===== src/rtl/rxbd_pkg.sv =====
package rxbd_pkg;
  localparam int NLANE = 4;
  localparam int DW    = 8 * NLANE;
  localparam int LENW  = 16;
  localparam int ST_EMPTY = 15;
  localparam int ST_WRAP  = 13;
  localparam int ST_LAST  = 11;
  localparam int ST_ERR   = 1;

  typedef enum logic [3:0] {
    S_IDLE, S_RD0, S_RD0W, S_RD1, S_RD1W, S_RECV, S_WRDAT, S_WBST, S_DROP
  } state_e;
endpackage


===== src/rtl/rxbd_pack.sv =====
module rxbd_pack #(
  parameter int NLANE = 4,
  localparam int LW = $clog2(NLANE)
) (
  input  logic                 clk_i,
  input  logic                 rst_ni,
  input  logic                 put_i,
  input  logic [LW-1:0]        lane_i,
  input  logic [7:0]           data_i,
  input  logic                 clr_i,
  output logic [8*NLANE-1:0]   word_o,
  output logic [NLANE-1:0]     be_o
);
  for (genvar g = 0; g < NLANE; g++) begin : g_lane
    always_ff @(posedge clk_i or negedge rst_ni) begin
      if (!rst_ni) begin
        word_o[8*g +: 8] <= '0;
        be_o[g]          <= 1'b0;
      end else if (clr_i) begin
        be_o[g] <= 1'b0;
      end else if (put_i && lane_i == LW'(g)) begin
        word_o[8*g +: 8] <= data_i;
        be_o[g]          <= 1'b1;
      end
    end
  end
endmodule


===== src/rtl/rxbd_ptr.sv =====
module rxbd_ptr #(
  parameter int AW = 32
) (
  input  logic          clk_i,
  input  logic          rst_ni,
  input  logic          load_i,
  input  logic [AW-1:0] load_val_i,
  input  logic          adv_i,
  input  logic          wrap_i,
  input  logic [AW-1:0] base_i,
  output logic [AW-1:0] ptr_o
);
  localparam logic [AW-1:0] STEP = AW'(8);

  always_ff @(posedge clk_i or negedge rst_ni) begin
    if (!rst_ni)     ptr_o <= '0;
    else if (load_i) ptr_o <= load_val_i;
    else if (adv_i)  ptr_o <= wrap_i ? base_i : ptr_o + STEP;
  end
endmodule


===== src/rtl/rxbd_dma.sv =====
module rxbd_dma
  import rxbd_pkg::*;
#(
  parameter int AW = 32
) (
  input  logic               clk_i,
  input  logic               rst_ni,
  input  logic               enable_i,
  input  logic [AW-1:0]      ring_base_i,
  input  logic [LENW-1:0]    max_len_i,
  input  logic               ptr_load_i,
  input  logic [AW-1:0]      ptr_val_i,
  output logic [AW-1:0]      cur_ptr_o,
  input  logic               rx_valid_i,
  input  logic [7:0]         rx_data_i,
  input  logic               rx_eop_i,
  input  logic               rx_err_i,
  output logic               rx_ready_o,
  output logic               busy_o,
  output logic               mem_req_o,
  output logic               mem_we_o,
  output logic [AW-1:0]      mem_addr_o,
  output logic [DW-1:0]      mem_wdata_o,
  output logic [NLANE-1:0]   mem_be_o,
  input  logic               mem_gnt_i,
  input  logic               mem_rvalid_i,
  input  logic [DW-1:0]      mem_rdata_i
);
  localparam int LW = $clog2(NLANE);
  localparam logic [LW-1:0] LANE_TOP = LW'(NLANE - 1);
  localparam logic [LENW-1:0] WMASK = ~LENW'(NLANE - 1);

  state_e            state_q, state_d;
  logic [15:0]       stat_q;
  logic [LENW-1:0]   max_q, cnt_q, cnt_inc, cnt_m1;
  logic [AW-1:0]     buf_q, wr_addr;
  logic              close_last_q, close_err_q, closing_q;
  logic              full, end_word;
  logic              pk_put, pk_clr, ptr_adv, ptr_load;
  logic [DW-1:0]     pk_word;
  logic [NLANE-1:0]  pk_be;
  logic [15:0]       stat_new;

  assign cnt_inc  = cnt_q + LENW'(1);
  assign cnt_m1   = cnt_q - LENW'(1);
  assign full     = (cnt_inc == max_q);
  assign end_word = (cnt_q[LW-1:0] == LANE_TOP);
  assign wr_addr  = buf_q + AW'(cnt_m1 & WMASK);
  assign ptr_load = ptr_load_i && (!enable_i || state_q == S_IDLE);

  always_comb begin
    stat_new           = stat_q;
    stat_new[ST_EMPTY] = 1'b0;
    stat_new[ST_LAST]  = close_last_q;
    stat_new[ST_ERR]   = close_err_q;
  end

  rxbd_pack #(.NLANE(NLANE)) pack_i (
    .clk_i  (clk_i),
    .rst_ni (rst_ni),
    .put_i  (pk_put),
    .lane_i (cnt_q[LW-1:0]),
    .data_i (rx_data_i),
    .clr_i  (pk_clr),
    .word_o (pk_word),
    .be_o   (pk_be)
  );

  rxbd_ptr #(.AW(AW)) ptr_i (
    .clk_i      (clk_i),
    .rst_ni     (rst_ni),
    .load_i     (ptr_load),
    .load_val_i (ptr_val_i),
    .adv_i      (ptr_adv),
    .wrap_i     (stat_q[ST_WRAP]),
    .base_i     (ring_base_i),
    .ptr_o      (cur_ptr_o)
  );

  always_comb begin
    state_d     = state_q;
    mem_req_o   = 1'b0;
    mem_we_o    = 1'b0;
    mem_addr_o  = cur_ptr_o;
    mem_wdata_o = pk_word;
    mem_be_o    = pk_be;
    rx_ready_o  = 1'b0;
    busy_o      = 1'b0;
    pk_put      = 1'b0;
    pk_clr      = 1'b0;
    ptr_adv     = 1'b0;
    unique case (state_q)
      S_IDLE: if (enable_i && rx_valid_i) state_d = S_RD0;
      S_RD0: begin
        mem_req_o = 1'b1;
        if (mem_gnt_i) state_d = S_RD0W;
      end
      S_RD0W: if (mem_rvalid_i) begin
        if (mem_rdata_i[ST_EMPTY]) state_d = S_RD1;
        else begin
          busy_o  = 1'b1;
          state_d = S_DROP;
        end
      end
      S_RD1: begin
        mem_req_o  = 1'b1;
        mem_addr_o = cur_ptr_o + AW'(4);
        if (mem_gnt_i) state_d = S_RD1W;
      end
      S_RD1W: if (mem_rvalid_i) state_d = S_RECV;
      S_RECV: begin
        rx_ready_o = 1'b1;
        if (rx_valid_i) begin
          pk_put = 1'b1;
          if (end_word || rx_eop_i || rx_err_i || full) state_d = S_WRDAT;
        end
      end
      S_WRDAT: begin
        mem_req_o  = 1'b1;
        mem_we_o   = 1'b1;
        mem_addr_o = wr_addr;
        if (mem_gnt_i) begin
          pk_clr  = 1'b1;
          state_d = closing_q ? S_WBST : S_RECV;
        end
      end
      S_WBST: begin
        mem_req_o   = 1'b1;
        mem_we_o    = 1'b1;
        mem_wdata_o = {cnt_q, stat_new};
        mem_be_o    = '1;
        if (mem_gnt_i) begin
          ptr_adv = 1'b1;
          state_d = S_IDLE;
        end
      end
      S_DROP: begin
        rx_ready_o = 1'b1;
        if (rx_valid_i && (rx_eop_i || rx_err_i)) state_d = S_IDLE;
      end
      default: state_d = S_IDLE;
    endcase
  end

  always_ff @(posedge clk_i or negedge rst_ni) begin
    if (!rst_ni) begin
      state_q      <= S_IDLE;
      stat_q       <= '0;
      max_q        <= '0;
      cnt_q        <= '0;
      buf_q        <= '0;
      close_last_q <= 1'b0;
      close_err_q  <= 1'b0;
      closing_q    <= 1'b0;
    end else begin
      state_q <= state_d;
      if (state_q == S_RD0W && mem_rvalid_i && mem_rdata_i[ST_EMPTY]) begin
        stat_q <= mem_rdata_i[15:0];
        max_q  <= max_len_i;  // latched per descriptor
      end
      if (state_q == S_RD1W && mem_rvalid_i) begin
        buf_q        <= AW'(mem_rdata_i);
        cnt_q        <= '0;
        close_last_q <= 1'b0;
        close_err_q  <= 1'b0;
        closing_q    <= 1'b0;
      end
      if (state_q == S_RECV && rx_valid_i) begin
        cnt_q     <= cnt_inc;
        closing_q <= rx_eop_i || rx_err_i || full;
        if (rx_eop_i) close_last_q <= 1'b1;
        if (rx_err_i) close_err_q  <= 1'b1;
      end
    end
  end
endmodule


===== config.mk =====
export PLATFORM = sky130hd
export DESIGN_NAME = rxbd_dma
export DESIGN_NICKNAME = d
export VERILOG_FILES = /design/src/rtl/rxbd_pkg.sv /design/src/rtl/rxbd_pack.sv /design/src/rtl/rxbd_ptr.sv /design/src/rtl/rxbd_dma.sv
export SDC_FILE = /design/constraint.sdc
export NUM_CORES = 1
export LEC_CHECK = 0
export BUFFER_PORTS_ARGS = -buffer_cell sky130_fd_sc_hd__clkbuf_2
export CORE_ASPECT_RATIO = 0.8
export CORE_UTILIZATION = 56
export DETAILED_ROUTE_END_ITERATION = 6
export GPL_ROUTABILITY_DRIVEN = 1
export PLACE_DENSITY = 0.82
export SETUP_SLACK_MARGIN = 0.02
export SKIP_CTS_REPAIR_TIMING = 1
export SYNTH_ARGS = -nofsm -noshare
export SYNTH_HDL_FRONTEND = slang
export SYNTH_HIERARCHICAL = 1
export SYNTH_SLANG_ARGS = --single-unit
export TNS_END_PERCENT = 20

===== constraint.sdc =====
create_clock -name clk_i -period 5.1 [get_ports clk_i]
set_clock_uncertainty 0.1 [all_clocks]
set_input_delay 0.765 -clock clk_i [delete_from_list [all_inputs] [get_ports clk_i]]
set_output_delay 0.765 -clock clk_i [all_outputs]
set_load 0.02 [all_outputs]

Yosys cells after proc, flatten, opt, wreduce, memory -nomap -nowiden
Index checks and enable logic that the tools add are counted.

Bits in registers: 154. Input bits: 129.

$add $sub $neg: 5. Equality and inequality tests: 22. Multiplexer cells: 48. Bitwise logic cells: 1. Reductions and logical operators: 34.

Operators with widths (number): 32-bit two-way mux (4); 32-bit case mux with 2 select lines (1); 4-bit two-way mux (12); 4-bit case mux with 9 select lines (1); 32-bit by 16-bit adder with 32-bit output (1); 32-bit by 3-bit adder with 32-bit output (second input constant) (1); 32-bit by 4-bit adder with 32-bit output (second input constant) (1); 16-bit two-way mux (2); 1-bit two-way mux (27); 2-bit != test (second input constant) (9); 16-bit by 1-bit adder with 16-bit output (second input constant) (1); 16-bit equality test (1); 4-bit by 3-bit equality test with 1-bit output (second input constant) (4); 16-bit by 1-bit subtractor with 16-bit output (second input constant) (1); 2-bit nonzero test (6); 1-bit logical AND (11); 10-bit AND reduction (1); 4-bit by 2-bit equality test with 1-bit output (second input constant) (2); 2-bit AND reduction (4); 1-bit logical OR (6); 2-bit equality test (second input constant) (2); 4-bit by 1-bit equality test with 1-bit output (second input constant) (1); 4-bit equality test (second input constant) (1); 4-bit logical NOT (1); other kinds (8) (9).

Logic depth before layout (Yosys ltp)
Gate-level depths: netlist of the first run.

Word-level depth: 7. Mapped depth: 16.

Cells and area by module
Netlist of the first run, hierarchy kept.

By module, submodules not included: rxbd_dma (times used 1, cells an instance 763, area each 6696.4 um^2); rxbd_ptr (times used 1, cells an instance 290, area each 2313.5 um^2); rxbd_pack (times used 1, cells an instance 88, area each 1396.3 um^2).

Worst setup path after synthesis of the first run
No wires, ideal clock.

Kind: reg-to-output. Start: reg cnt_q[0]. End: out mem_addr_o[30]. Arrival time: 3494 ps. Slack: 741 ps. Stages on the path, launching flop included: 17. Buffers on the path: 2. Cell sequence: dfrtp_1 buf_2 inv_1 ha_1 nand3_1 nor4_1 nand2_1 nor3_1 xor2_1 ha_1 or3_1 o21ai_0 a311o_1 clkbuf_1 a31oi_1 xnor2_1 o21ai_0.

Word-level cells in the longest chain between the ends: 3.

RTL lines: start: declaration (line rxbd_dma.sv:35) `logic [LENW-1:0] max_q, cnt_q, cnt_inc, cnt_m1;`; start signal: assignment (line rxbd_dma.sv:169) `cnt_q <= cnt_inc;`; 16-bit by 1-bit subtractor with 16-bit output (line rxbd_dma.sv:45) `assign cnt_m1 = cnt_q - LENW'(1);`; 32-bit by 16-bit adder with 32-bit output (line rxbd_dma.sv:48) `assign wr_addr = buf_q + AW'(cnt_m1 & WMASK);`; 32-bit case mux with 2 select lines (line rxbd_dma.sv:92) `unique case (state_q)`; end: declaration (line rxbd_dma.sv:22) `output logic [AW-1:0] mem_addr_o,`.

Every way passes these cells.

Final worst setup path of the first run
Start: reg cnt_q[1]. End: out mem_addr_o[28].

Same word-level chain as after synthesis.

==> impl_metrics.py, run 1 <==
metrics = {
    "yosys": {
        "ys_warn_count": 6,
        "synth_most_common_cell": "dfrtp_1",
        "synth_top_cell_by_area": "dfrtp_1",
        "ys_ff_latch": 152,
        "syn_nets": 1292,
        "synth_flop_cell": "dfrtp_1",
        "synth_edf_count": 0,
        "syn_area_sq_um": 10400,
        "seq_area_frac_synth": 0.366,
        "yosysUniqueCellTypes": 81,
        "synth_area_per_cell_sq_um": 9.12,
        "synth_top_area_share": 0.366,
        "synthTopCellsByArea": "dfrtp_1 (37%), mux2_2 (14%), o21ai_0 (3.9%)",
        "synthCells": 1141,
        "synth_top_cells_by_count": "dfrtp_1 (152), mux2_2 (128), nand2_1 (109)",
        "synthArstFlopShare": 1.00,
    },
    "sta": {
        "min_period_ps": 4880,
        "period_share": 0.957,
        "max_freq_ghz": 0.205,
        "worstMarginPinSlew_ps": 957,
        "rsz0062_at_grt": "true",
        "slew_viol_final": 0,
        "setup_viol": 0,
        "fin_hold_ws_ps": 186,
        "finalSetupTns_ps": 0,
        "maxSlewHeadroom": 0.360,
        "finalHoldViolations": 0,
    },
    "worst_setup_path": {
        "path_max_fanout": 8,
        "critPathMaxStageDelay_ps": 540,
        "slowest_stage": "a311o_2",
        "crit_path_end_kind": "primary output",
        "arrival_ps": 4010,
        "path_class": "flop to primary output",
        "critPathTopFamily": "compound AO/OA/AOI/OAI gates",
        "crit_buf_inv": 3,
        "critical_path.cell_chain": "inv_1 -> ha_1 -> xor2_1 -> ha_1 -> inv_1 -> fa_1 -> nor2b_1 -> o31a_1 -> a21oi_1 -> a311o_2 -> a31oi_2 -> xnor2_1 -> o221ai_1 -> buf_4",
        "start_kind": "flop",
        "required_ps": 4240,
    },
    "pwr": {
        "leakagePower_nw": 5.74,
        "power.density_nw_per_um2": 647,
        "combPwrFrac": 0.558,
        "p_int_mw": 4.22,
        "p_seq_frac": 0.288,
        "power_frac_clock": 0.154,
        "peakVddDrop_mv": 0.379,
        "swShare": 0.474,
        "switching_power_mw": 3.80,
    },
    "final_layout": {
        "antenna_cells": 0,
        "instances_no_fill": 1586,
        "multiInputGateArea_sq_um": 6230,
        "final-seq-area_sq_um": 3810,
        "final_area_sq_um": 12400,
        "drive_gt1_frac": 0.330,
        "syn_to_final_growth_pct": 19.0,
        "num-fill-cells": 1512,
        "fin_util": 0.682,
        "fin_nets": 1495,
    },
    "worst_hold_path": {
        "worstHoldPathType": "input pin to asynchronous set/reset pin",
    },
    "global_routing": {
        "antenna_found_initial": 0,
        "grt_max_degree": 58,
        "track_usage": 0.326,
        "grt_pass1_vias": 9073,
        "grt-ovfl-total": 0,
        "grt_pass1_wl_um": 48200,
    },
    "clocking": {
        "clk_pin_slew_ps": 70,
        "cts_tree": "yes",
        "clockRootBuffer": "clkbuf_16",
        "ctsLongestPathBuffers": 2,
        "clkLatencyLatePin_ps": 430,
        "htree_levels": 4,
        "clock-sinks": 152,
        "numCtsBuffers": 17,
    },
    "route": {
        "drc": 0,
        "first_iter_violations": 1027,
        "vias_per_cell": 6.37,
        "wl_per_cell_um": 19.7,
        "finalWirelength_um": 31300,
        "dr.pass1.iters": 5,
        "ant_nets": 0,
        "vias": 10100,
    },
    "run_status": {
        "outcome": "completed",
    },
    "placement": {
        "io_buffers": 232,
        "place_area_sq_um": 11700,
        "dp.cells": 1551,
        "gp_congestion": 0.947,
        "hpwlAfterDp_um": 23000,
    },
    "die": {
        "die_h_um": 124,
        "num_rows": 44,
        "ios": 233,
        "die_area_sq_um": 19100,
        "die_w_um": 154,
        "initial_core_util": 0.573,
        "core_sq_um": 18200,
    },
    "flow_run": {
        "cap_violations": 0,
    },
}
==> cell families (layout without fill, tap and decap cells) <==
| family | Yosys count | after routing | synth area share |
|---|---|---|---|
| adders and majority gates | 22 | 22 | 0.0272 |
| DFF | 152 | 152 | 0.366 |
| buffers and inverters | 109 | 324 | 0.0417 |
| and+or+nand+nor | 398 | 398 | 0.202 |
| xor gates and xnor gates | 56 | 56 | 0.0479 |
| AOI/OAI and AO/OA | 263 | 263 | 0.164 |
| muxes | 141 | 141 | 0.151 |
==> stage by stage <==
step | power (mW) | worst slack (ps)
2_1_floorplan | 5.30 | 741
3_3_place_gp | 6.54 | 672
3_5_place_dp | 6.64 | 438
4_1_cts | 7.90 | -35.4
5_1_grt | 8.55 | -35.1
6_report | 8.02 | 222
==> worst paths after layout <==
check / startpoint / to / slack (ps) / cells after the start
setup / recovery: cnt_q[1]$_DFFE_PN0P_ / mem_addr_o[28] / 220 / 14
hold / removal: rst_ni / max_q[3]$_DFFE_PN0P_ / 190 / 1
setup reg to reg: state_q[2]$_DFFE_PN0P_ / pack_i/word_o[7]$_DFFE_PN0P_ / 1510 / 5
hold reg to reg: pack_i/word_o[10]$_DFFE_PN0P_ / pack_i/word_o[10]$_DFFE_PN0P_ / 400 / 1
max in group asynchronous: rst_ni / buf_q[1]$_DFFE_PN0P_ / 3650 / 2
min in group clk_i: pack_i/word_o[10]$_DFFE_PN0P_ / pack_i/word_o[10]$_DFFE_PN0P_ / 400 / 1
==> flip-flops by register name, summed over array words and instances (netlist names) <==
| name | count |
|---|---|
| pack_i/word_o | 32 |
| max_q | 16 |
| state_q | 4 |
| cnt_q | 16 |
| buf_q | 32 |
| ptr_i/ptr_o | 32 |
| close_last_q | 1 |
| pack_i/be_o | 4 |
| closing_q | 1 |
| close_err_q | 1 |
| stat_q | 13 |
==> layout by cell type, fill, tap and decap left out, drive strengths merged, types with 11 or more instances in the layout <==
cell type / synthesis / layout
a21oi: 43 / 43
or3: 11 / 11
a31oi: 25 / 25
nor3: 25 / 25
nor4: 18 / 18
mux2: 129 / 129
ha: 21 / 21
o211ai: 12 / 12
mux2i: 12 / 12
nand2: 109 / 109
dfrtp: 152 / 152
xnor2: 26 / 26
o21ai: 87 / 87
clkbuf: 48 / 250
and3: 19 / 19
inv: 37 / 42
nand2b: 13 / 13
xor2: 30 / 30
nor2: 72 / 72
buf: 23 / 25
nand3: 53 / 53
nand4: 22 / 22
==> layout make-up <==
| cell class | instances | share of cell area |
|---|---|---|
| multi-input cells | 880 | 0.503 |
| flip-flops and latches | 152 | 0.307 |
| repair buffers | 255 | 0.108 |
| clock buffers | 20 | 0.0369 |
| well taps | 230 | 0.0232 |
| inverters | 38 | 0.0115 |
| clock inverters | 11 | 0.00909 |
==> power groups by stage <==
| stage | Clock (mW) | Sequential, mW | Combinational, mW |
|---|---|---|---|
| 3_3_place_gp | 0 | 2.28 | 4.26 |
| 4_1_cts | 1.24 | 2.29 | 4.37 |
| 2_1_floorplan | 0 | 2.20 | 3.10 |
| 5_1_grt | 1.30 | 2.38 | 4.86 |
| 6_report | 1.24 | 2.31 | 4.47 |
| 3_5_place_dp | 0 | 2.31 | 4.33 |
==> routing by layer <==
metal | wire length (um) | share of wire | vias to the layer above | track usage
met1 | 14100 | 0.45 | 4907 | 0.467
met5 | 0 | 0 | - | 0
li1 | - | - | 4621 | -
met2 | 13900 | 0.45 | 510 | 0.492
met4 | 749 | 0.024 | 0 | 0.118
met3 | 2540 | 0.081 | 67 | 0.0665
Note: power is estimated with default switching activity, not from simulation.
==> inputs of run 2 (changes only) <==
--- a/config.mk
+++ b/config.mk
@@ -7,10 +7,9 @@
 export LEC_CHECK = 0
 export BUFFER_PORTS_ARGS = -buffer_cell sky130_fd_sc_hd__clkbuf_2
 export CORE_ASPECT_RATIO = 0.8
-export CORE_UTILIZATION = 56
+export CORE_UTILIZATION = 34
 export DETAILED_ROUTE_END_ITERATION = 6
 export GPL_ROUTABILITY_DRIVEN = 1
-export PLACE_DENSITY = 0.82
 export SETUP_SLACK_MARGIN = 0.02
 export SKIP_CTS_REPAIR_TIMING = 1
 export SYNTH_ARGS = -nofsm -noshare
==> impl_metrics.py, run 2 (synthesized netlist as in run 1, its figures left out) <==
metrics = {
    "die": {
        "ios": 233,
        "die_w_um": 198,
        "num_rows": 56,
        "die_area_sq_um": 31300,
        "initial_core_util": 0.350,
        "die_h_um": 158,
        "core_sq_um": 29700,
    },
    "final_layout": {
        "multiInputGateArea_sq_um": 6210,
        "fin_nets": 1498,
        "largestRegisters": "buf_q x32, pack_i/word_o x32, ptr_i/ptr_o x32",
        "final_common_cell": "clkbuf_2",
        "final-seq-area_sq_um": 3800,
        "layout_common_cells": "clkbuf_2 (231), dfrtp_1 (152), mux2_2 (128), nand2_1 (108), o21ai_0 (81)",
        "syn_to_final_growth_pct": 21.2,
        "antenna_cells": 0,
        "num-fill-cells": 3011,
        "final_area_sq_um": 12600,
        "fin_util": 0.424,
        "instances_no_fill": 1765,
        "drive_gt1_frac": 0.328,
    },
    "worst_setup_path": {
        "regToRegSetupSlack_ps": 1590,
        "r2r_end": "pack_i/word_o[5]$_DFFE_PN0P_",
        "required_ps": 4240,
        "r2r_cells": 5,
        "start_kind": "flop",
        "crit_start": "cnt_q[4]$_DFFE_PN0P_",
        "r2r-start": "state_q[2]$_DFFE_PN0P_",
        "crit_path_end_kind": "primary output",
        "path_class": "flop to primary output",
        "arrival_ps": 3910,
        "path_max_fanout": 10,
        "endpoint": "mem_addr_o[18]",
    },
    "sta": {
        "fin_hold_ws_ps": 223,
        "finalSetupTns_ps": 0,
        "min_period_ps": 4780,
        "worstMarginPinSlew_ps": 964,
        "max_freq_ghz": 0.209,
        "maxSlewHeadroom": 0.355,
        "rsz0062_at_grt": "false",
        "setup_slack_ps": 320,
        "finalHoldViolations": 0,
        "slew_viol_final": 0,
        "setup_viol": 0,
        "period_share": 0.937,
    },
    "global_routing": {
        "grt-ovfl-total": 0,
        "grt_pass1_wl_um": 53800,
        "grt_max_degree": 85,
        "grt_pass1_vias": 9181,
        "antenna_found_initial": 0,
        "track_usage": 0.224,
    },
    "clocking": {
        "clockRootBuffer": "clkbuf_16",
        "cts_tree": "yes",
        "numCtsBuffers": 17,
        "clk_pin_slew_ps": 70,
        "htree_levels": 4,
        "clock-sinks": 152,
        "clkLatencyLatePin_ps": 440,
        "ctsLongestPathBuffers": 2,
    },
    "placement": {
        "io_buffers": 232,
        "dp.cells": 1734,
        "hpwlAfterDp_um": 26400,
        "place_area_sq_um": 12000,
        "gp_congestion": 0.866,
        "dp_slack_ps": 616,
    },
    "pwr": {
        "p_total_mw": 8.11,
        "peakVddDrop_mv": 0.297,
        "leakagePower_nw": 5.75,
        "power.density_nw_per_um2": 643,
    },
    "route": {
        "dr.pass1.iters": 5,
        "vias": 9849,
        "drc": 0,
        "vias_per_cell": 5.58,
        "first_iter_violations": 775,
        "ant_nets": 0,
        "wl_per_cell_um": 19.8,
        "finalWirelength_um": 34900,
    },
    "run_status": {
        "outcome": "completed",
    },
    "worst_hold_path": {
        "worstHoldPathType": "input pin to asynchronous set/reset pin",
    },
    "flow_run": {
        "cap_violations": 0,
    },
}
[run 2: cell count changes in the layout (fill, tap and decap cells not counted), sizes merged]
cell / change
clkinvlp: +3
buf: +2
clkinv: -2
clkbuf: +1
inv: -1
[run 2: how the worst min path moves through the flow]
stage                                     startpoint                          end  slack [ps]  depth (start not counted)
after floorplan           pack_i/be_o[3]$_DFFE_PN0P_   pack_i/be_o[3]$_DFFE_PN0P_         350                          2
after global placement    pack_i/be_o[3]$_DFFE_PN0P_   pack_i/be_o[3]$_DFFE_PN0P_         380                          2
after detailed placement  pack_i/be_o[3]$_DFFE_PN0P_   pack_i/be_o[3]$_DFFE_PN0P_         390                          2
after CTS                                     rst_ni  ptr_i/ptr_o[31]$_DFFE_PN0P_         310                          1
after global routing                          rst_ni  ptr_i/ptr_o[28]$_DFFE_PN0P_         300                          1
final                                         rst_ni  ptr_i/ptr_o[28]$_DFFE_PN0P_         220                          1
[run 2: final cells by class]
cell class,count,area share
multi-input cells,880,0.493
flip-flops and latches,152,0.302
repair buffers,258,0.108
well taps,406,0.0403
clock buffers,20,0.0370
inverters,38,0.0113
clock inverters,11,0.00893
[run 2: report_power, final]
part | internal [mW] | leakage [nW] | switching [mW]
clock network | 0.715 | 0.272 | 0.559
registers | 1.68 | 1.89 | 0.637
logic | 1.82 | 3.58 | 2.70
[run 2: layer usage]
metal	track usage	vias up	wire, um
li1	-	4629	-
met1	0.339	4839	17400
met2	0.325	355	14900
met3	0.0424	26	2220
met4	0.0535	0	417
met5	0	-	0
[run 2: worst max-delay path, cell delays in order, from the launching register on]
cell      delay, ps
dfrtp_1         490
inv_1           190
nand4_1         170
nor3_2          200
nand2_1         150
nor2_1          140
xor2_1           80
ha_1            350
nand2_1         120
a211oi_1        230
a21oi_1         120
a311o_2         450
a31oi_1         230
xnor2_1          90
o221ai_1        240
clkbuf_2        220
